--- config.mk ---
export PLATFORM = sky130hd
export DESIGN_NAME = vram_slot_arbiter
export DESIGN_NICKNAME = d
export VERILOG_FILES = /design/src/rtl/vram_arb_pkg.sv /design/src/rtl/vram_slot_timer.sv /design/src/rtl/vram_req_holder.sv /design/src/rtl/vram_access_ctrl.sv /design/src/rtl/vram_slot_arbiter.sv
export SDC_FILE = /design/constraint.sdc
export NUM_CORES = 1
export LEC_CHECK = 0
export ABC_AREA = 1
export BUFFER_PORTS_ARGS = -buffer_cell sky130_fd_sc_hd__buf_4
export CORE_ASPECT_RATIO = 1.4
export CORE_UTILIZATION = 47
export DETAILED_ROUTE_END_ITERATION = 7
export PLACE_DENSITY = 0.72
export SYNTH_ARGS = -nofsm -noshare
export SYNTH_HDL_FRONTEND = slang
export SYNTH_SLANG_ARGS = --single-unit
--- constraint.sdc ---
create_clock -name clk -period 1.2 [get_ports clk]
set_input_delay 0.3 -clock clk [delete_from_list [all_inputs] [get_ports clk]]
set_output_delay 0.3 -clock clk [all_outputs]
set_load 0.05 [all_outputs]
--- src/rtl/vram_arb_pkg.sv ---
package vram_arb_pkg;
  // Lifecycle of the single request slot.
  typedef enum logic [1:0] {
    REQ_EMPTY  = 2'd0,
    REQ_HELD   = 2'd1,
    REQ_ISSUED = 2'd2
  } req_phase_e;

  // Width helper that never returns zero.
  function automatic int cnt_width(input int n);
    return (n > 1) ? $clog2(n) : 1;
  endfunction
endpackage

--- src/rtl/vram_slot_timer.sv ---
module vram_slot_timer
  import vram_arb_pkg::*;
#(
  parameter int H_TOTAL     = 342,
  parameter int V_TOTAL     = 262,
  parameter int V_ACTIVE    = 192,
  parameter int SLOT_PERIOD = 86
) (
  input  logic clk,
  input  logic rst,
  input  logic pix_ce,
  input  logic disp_en,
  output logic vblank,
  output logic slot_open
);
  localparam int HW = cnt_width(H_TOTAL);
  localparam int VW = cnt_width(V_TOTAL);
  localparam int PW = cnt_width(SLOT_PERIOD);
  localparam logic [HW-1:0] H_LAST  = HW'(H_TOTAL - 1);
  localparam logic [VW-1:0] V_LAST  = VW'(V_TOTAL - 1);
  localparam logic [VW-1:0] V_VIS   = VW'(V_ACTIVE);
  localparam logic [PW-1:0] PH_LAST = PW'(SLOT_PERIOD - 1);

  logic [HW-1:0] h_q;
  logic [VW-1:0] v_q;
  logic [PW-1:0] ph_q;

  always_ff @(posedge clk) begin
    if (rst) begin
      h_q  <= '0;
      v_q  <= '0;
      ph_q <= '0;
    end else if (pix_ce) begin
      if (h_q == H_LAST) begin
        h_q  <= '0;
        ph_q <= '0;
        v_q  <= (v_q == V_LAST) ? '0 : v_q + 1'b1;
      end else begin
        h_q  <= h_q + 1'b1;
        ph_q <= (ph_q == PH_LAST) ? '0 : ph_q + 1'b1;
      end
    end
  end

  logic cpu_slot;
  assign vblank    = (v_q >= V_VIS);
  assign cpu_slot  = (ph_q == PH_LAST);
  assign slot_open = pix_ce & (~disp_en | vblank | cpu_slot);
endmodule

--- src/rtl/vram_req_holder.sv ---
module vram_req_holder #(
  parameter int ADDR_W = 14,
  parameter int DATA_W = 8
) (
  input  logic              clk,
  input  logic              rst,
  input  logic              req_valid,
  input  logic              req_write,
  input  logic [ADDR_W-1:0] req_addr,
  input  logic [DATA_W-1:0] req_wdata,
  input  logic              in_flight,
  input  logic              issue,
  output logic              req_ready,
  output logic              overrun,
  output logic              pend_q,
  output logic              pend_we,
  output logic [ADDR_W-1:0] pend_addr,
  output logic [DATA_W-1:0] pend_data
);
  logic accept;
  assign req_ready = ~pend_q & ~in_flight;
  assign accept    = req_valid & req_ready;

  always_ff @(posedge clk) begin
    if (rst) begin
      pend_q    <= 1'b0;
      pend_we   <= 1'b0;
      pend_addr <= '0;
      pend_data <= '0;
      overrun   <= 1'b0;
    end else begin
      overrun <= req_valid & ~req_ready;
      if (accept) begin
        pend_q    <= 1'b1;
        pend_we   <= req_write;
        pend_addr <= req_addr;
        pend_data <= req_wdata;
      end else if (issue) begin
        pend_q <= 1'b0;
      end
    end
  end
endmodule

--- src/rtl/vram_access_ctrl.sv ---
module vram_access_ctrl #(
  parameter int ADDR_W = 14,
  parameter int DATA_W = 8
) (
  input  logic              clk,
  input  logic              rst,
  input  logic              pend_q,
  input  logic              pend_we,
  input  logic [ADDR_W-1:0] pend_addr,
  input  logic [DATA_W-1:0] pend_data,
  input  logic              slot_open,
  input  logic [DATA_W-1:0] ram_rdata,
  output logic              ram_en,
  output logic              ram_we,
  output logic [ADDR_W-1:0] ram_addr,
  output logic [DATA_W-1:0] ram_wdata,
  output logic              in_flight,
  output logic              rsp_ack,
  output logic [DATA_W-1:0] rsp_rdata
);
  logic flight_we_q;

  assign ram_en    = pend_q & slot_open;
  assign ram_we    = ram_en & pend_we;
  assign ram_addr  = pend_addr;
  assign ram_wdata = pend_data;

  always_ff @(posedge clk) begin
    if (rst) begin
      in_flight   <= 1'b0;
      flight_we_q <= 1'b0;
      rsp_ack     <= 1'b0;
      rsp_rdata   <= '0;
    end else begin
      in_flight   <= ram_en;
      flight_we_q <= ram_we;
      rsp_ack     <= in_flight;
      if (in_flight && !flight_we_q) rsp_rdata <= ram_rdata;
    end
  end
endmodule

--- src/rtl/vram_slot_arbiter.sv ---
module vram_slot_arbiter #(
  parameter int H_TOTAL     = 342,
  parameter int V_TOTAL     = 262,
  parameter int V_ACTIVE    = 192,
  parameter int SLOT_PERIOD = 86,   // ~8 us at a 10.74 MHz memory clock
  parameter int ADDR_W      = 14,
  parameter int DATA_W      = 8
) (
  input  logic              clk,
  input  logic              rst,
  input  logic              pix_ce,
  input  logic              disp_en,
  input  logic              req_valid,
  output logic              req_ready,
  input  logic              req_write,
  input  logic [ADDR_W-1:0] req_addr,
  input  logic [DATA_W-1:0] req_wdata,
  output logic              rsp_ack,
  output logic [DATA_W-1:0] rsp_rdata,
  output logic              overrun,
  output logic              ram_en,
  output logic              ram_we,
  output logic [ADDR_W-1:0] ram_addr,
  output logic [DATA_W-1:0] ram_wdata,
  input  logic [DATA_W-1:0] ram_rdata
);
  logic              vblank, slot_open, in_flight;
  logic              pend_q, pend_we;
  logic [ADDR_W-1:0] pend_addr;
  logic [DATA_W-1:0] pend_data;

  vram_slot_timer #(
    .H_TOTAL(H_TOTAL), .V_TOTAL(V_TOTAL),
    .V_ACTIVE(V_ACTIVE), .SLOT_PERIOD(SLOT_PERIOD)
  ) u_timer (
    .clk(clk), .rst(rst), .pix_ce(pix_ce), .disp_en(disp_en),
    .vblank(vblank), .slot_open(slot_open)
  );

  vram_req_holder #(.ADDR_W(ADDR_W), .DATA_W(DATA_W)) u_hold (
    .clk(clk), .rst(rst), .req_valid(req_valid), .req_write(req_write),
    .req_addr(req_addr), .req_wdata(req_wdata), .in_flight(in_flight),
    .issue(ram_en), .req_ready(req_ready), .overrun(overrun),
    .pend_q(pend_q), .pend_we(pend_we), .pend_addr(pend_addr),
    .pend_data(pend_data)
  );

  vram_access_ctrl #(.ADDR_W(ADDR_W), .DATA_W(DATA_W)) u_ctrl (
    .clk(clk), .rst(rst), .pend_q(pend_q), .pend_we(pend_we),
    .pend_addr(pend_addr), .pend_data(pend_data), .slot_open(slot_open),
    .ram_rdata(ram_rdata), .ram_en(ram_en), .ram_we(ram_we),
    .ram_addr(ram_addr), .ram_wdata(ram_wdata), .in_flight(in_flight),
    .rsp_ack(rsp_ack), .rsp_rdata(rsp_rdata)
  );
endmodule

==> run metrics <==
Post-synth EDFFs 0; footprint of the multi-input gates ~1500 um^2; Hold Path Class primary input to flop; Post-DP Area 3560 um^2; drt first pass iters 4; drt first-iter violations approximately 110; port buffer count 70; Via density 4.84; CTS clk-pin slew, worst paths 70 ps; CP delay by family, top simple AND/OR/NAND/NOR gates; DRT Wirelength 6620 um; CTS Buf Count 9; Internal Power around 3600 uW; clock root cell clkbuf_8; clock skew 5.96 ps; Synth area leaders dfxtp_1 (46%), nor2_1 (15%), nand2_1 (8.5%); Crit Path Class flop to primary output; Comb power frac between 10% and 20%; Worst path max stage delay 380 ps; Syn Inst Count approximately 370; CP Max Fanout 3; Skew-Pair Late Insertion Delay 340 ps; slowest CP cell dfxtp_4; Die Y approximately 91 um; CTS H-tree depth 3; final instance area about 4300 um^2; top cell type's share of synthesized area a little under half; Power Density between 1000 and 1500 nW/um^2; sw power roughly 1500 uW; status complete, but fails checks; final worst-path setup slack -651 ps; count of pins over their slew limit 0; area delta synth->final 60.6%; Final Hold Viols 0; Async S/R FF share, synth 0%; count leader, synth nor2_1; die width approximately 65 um; Leakage a little under 0.002 uW; ant diodes 0; wire length of the first global-routing pass around 10,000 um; CP endpoint kind primary output; Crit path arrival time between 1500 and 2000 ps; slew margin rel. around 74%; worst path bufs/invs 1; Initial Utilization between 40% and 50%; failing checks setup timing; FF+latch area 1240 um^2; Cell Area, Synth ~2700 um^2; register area share after synthesis between 40 and 50%; TritonCTS clock tree yes; startpoint types flop; GR Overflow Total 0; Max Cap Violations 0; clk sinks about 60; vias in the first global route between 2,000 and 3,000; GR Util All Layers 22.5%; RSZ-0062 raised after global routing true; min cycle time layout between 1500 and 2000 ps; io pins 71; Worst VDD drop 1.12 mV; initial antenna violation count 0; Tcrit/Tclk final 154%; worst path cell trace ha_4, nand2_1, nand3b_1, nand2_2, nand3_4, nor2_4, buf_8; RD Place Congestion between 0.8 and 0.9; WL/cell approximately 12 um; top cells by count, synth nor2_1 (109), dfxtp_1 (61), nand2_1 (60), inv_1 (33), o21ai_0 (33); main flop type after synthesis dfxtp_1; yosys warns 0; mean post-synth cell area about 7.1 um^2; Yosys reg bits 61; Tightest Pin Transition a little under 400 ps; Unique masters post-synth 26; row count 32; Longest Clk Path Bufs 2; endpoints failing setup 32; Reg power frac roughly 43%; drt drc 0; remaining antenna violation count 0; maximum clock rate 0.540 GHz; syn nets around 410; worst endpoint required time 900 ps; Sw Share slightly below 30%; Detail Placement HPWL roughly 4400 um; placed insts approximately 530; non-filler cells, final 561; fillers roughly 380; clock network fraction of total power 37.1%; area leader, netlist dfxtp_1; Layout Nets roughly 530; fraction of layout cells with a size suffix above 1 approximately 45%; via count 2,713; pin count of the biggest net entering global routing 33; DIE AREA around 6000 um^2; core area roughly 5500 um^2
## worst register-to-register path, cell delays in order, from the launching register on
cell and delay [ps]:
dfxtp_2 320, inv_2 60, ha_4 130, nand2_4 50
nor2_4 120, nand3_4 190, nand2_4 160, buf_12 140
inv_4 40, nand2_1 40, nor2_1 30
## metal layers
| layer | wire, um | global-route usage (%) |
|---|---|---|
| met1 | 2670 | 22.0 |
| met2 | 3380 | 41.6 |
| met3 | 352 | 5.05 |
| met4 | 210 | 13.0 |
| met5 | 0 | 0 |
## power groups by stage
stage / registers (uW) / logic (uW) / clock network, uW
3_5_place_dp: 2220 / 844 / 0
4_1_cts: 2180 / 874 / 1920
6_report: 2190 / 1010 / 1890
5_1_grt: 2200 / 1080 / 2050
2_1_floorplan: 2490 / 286 / 0
3_3_place_gp: 2220 / 831 / 0
## flip-flops by register name, indices dropped and copies added, names as in the netlist, 7 cells and up
| name | count |
|---|---|
| u_timer.v_q | 9 |
| u_timer.ph_q | 7 |
| u_hold.pend_data | 8 |
| u_timer.h_q | 9 |
| u_hold.pend_addr | 14 |
| u_ctrl.rsp_rdata | 8 |
## layout by cell type, fill, tap and decap left out, types with 6 or more instances in the layout
| cell type | instances |
|---|---|
| buf_4 | 85 |
| buf_6 | 26 |
| clkbuf_8 | 9 |
| dfxtp_1 | 49 |
| dfxtp_2 | 9 |
| inv_1 | 29 |
| nand2_1 | 47 |
| nand2_2 | 10 |
| nand2_4 | 6 |
| nand3_1 | 14 |
| nor2_1 | 98 |
| nor2_2 | 7 |
| nor2_4 | 7 |
| o21ai_0 | 11 |
| o21ai_2 | 17 |
| xor2_1 | 6 |
## layout make-up
type	instances	share of cell area, %
Clock inverter	6	1.41
Clock buffer	10	3.49
Timing Repair Buffer	117	24.4
Multi-Input combinational cell	261	35.7
Sequential cell	61	29.2
Inverter	38	3.79
Tap cell	68	2.00
## metrics by stage
step	utilization [%]	hold WS (ps)	setup TNS, ps	power (uW)	worst slack [ps]
after floorplan	-	423	-495	2770	-281
after global placement	64.8	466	-1490	3050	-287
after detailed placement	64.8	476	-1850	3070	-327
after CTS	71.1	174	-3110	4970	-635
after global routing	77.7	178	-7350	5330	-717
final	77.7	177	-4560	5090	-651
## repair_timing
item	in CTS	in global routing
cloned	0	2
resized for setup	40	77
setup buffers	1	9
pin swaps	15	18
setup endpoints to repair	30	52
hold endpoints to repair	0	0
hold buffers	0	0
## cells by family (layout without fill, tap and decap cells)
family                   count (synthesis)  after routing  synth area share (%)
AND/OR/NAND/NOR                        203            204                  31.8
AO/OA/AOI/OAI                           42             42                  8.11
flip-flops                              61             61                  46.0
XOR/XNOR                                 8              8                  2.64
buffers and inverters                   50            171                  8.07
adder cells (fa/ha/maj)                  7              7                  3.30
## final timing paths
kind	startpoint	to	slack, ps	cells after the start
setup / recovery	u_timer.ph_q[0]	ram_we	-650	7
hold / removal	ram_rdata[7]	u_ctrl.rsp_rdata[7]	180	3
setup reg to reg	u_timer.h_q[1]	u_timer.h_q[8]	-190	10
hold reg to reg	u_hold.pend_data[5]	u_hold.pend_data[5]	490	2
No activity file was read; power rests on OpenSTA's default activity.
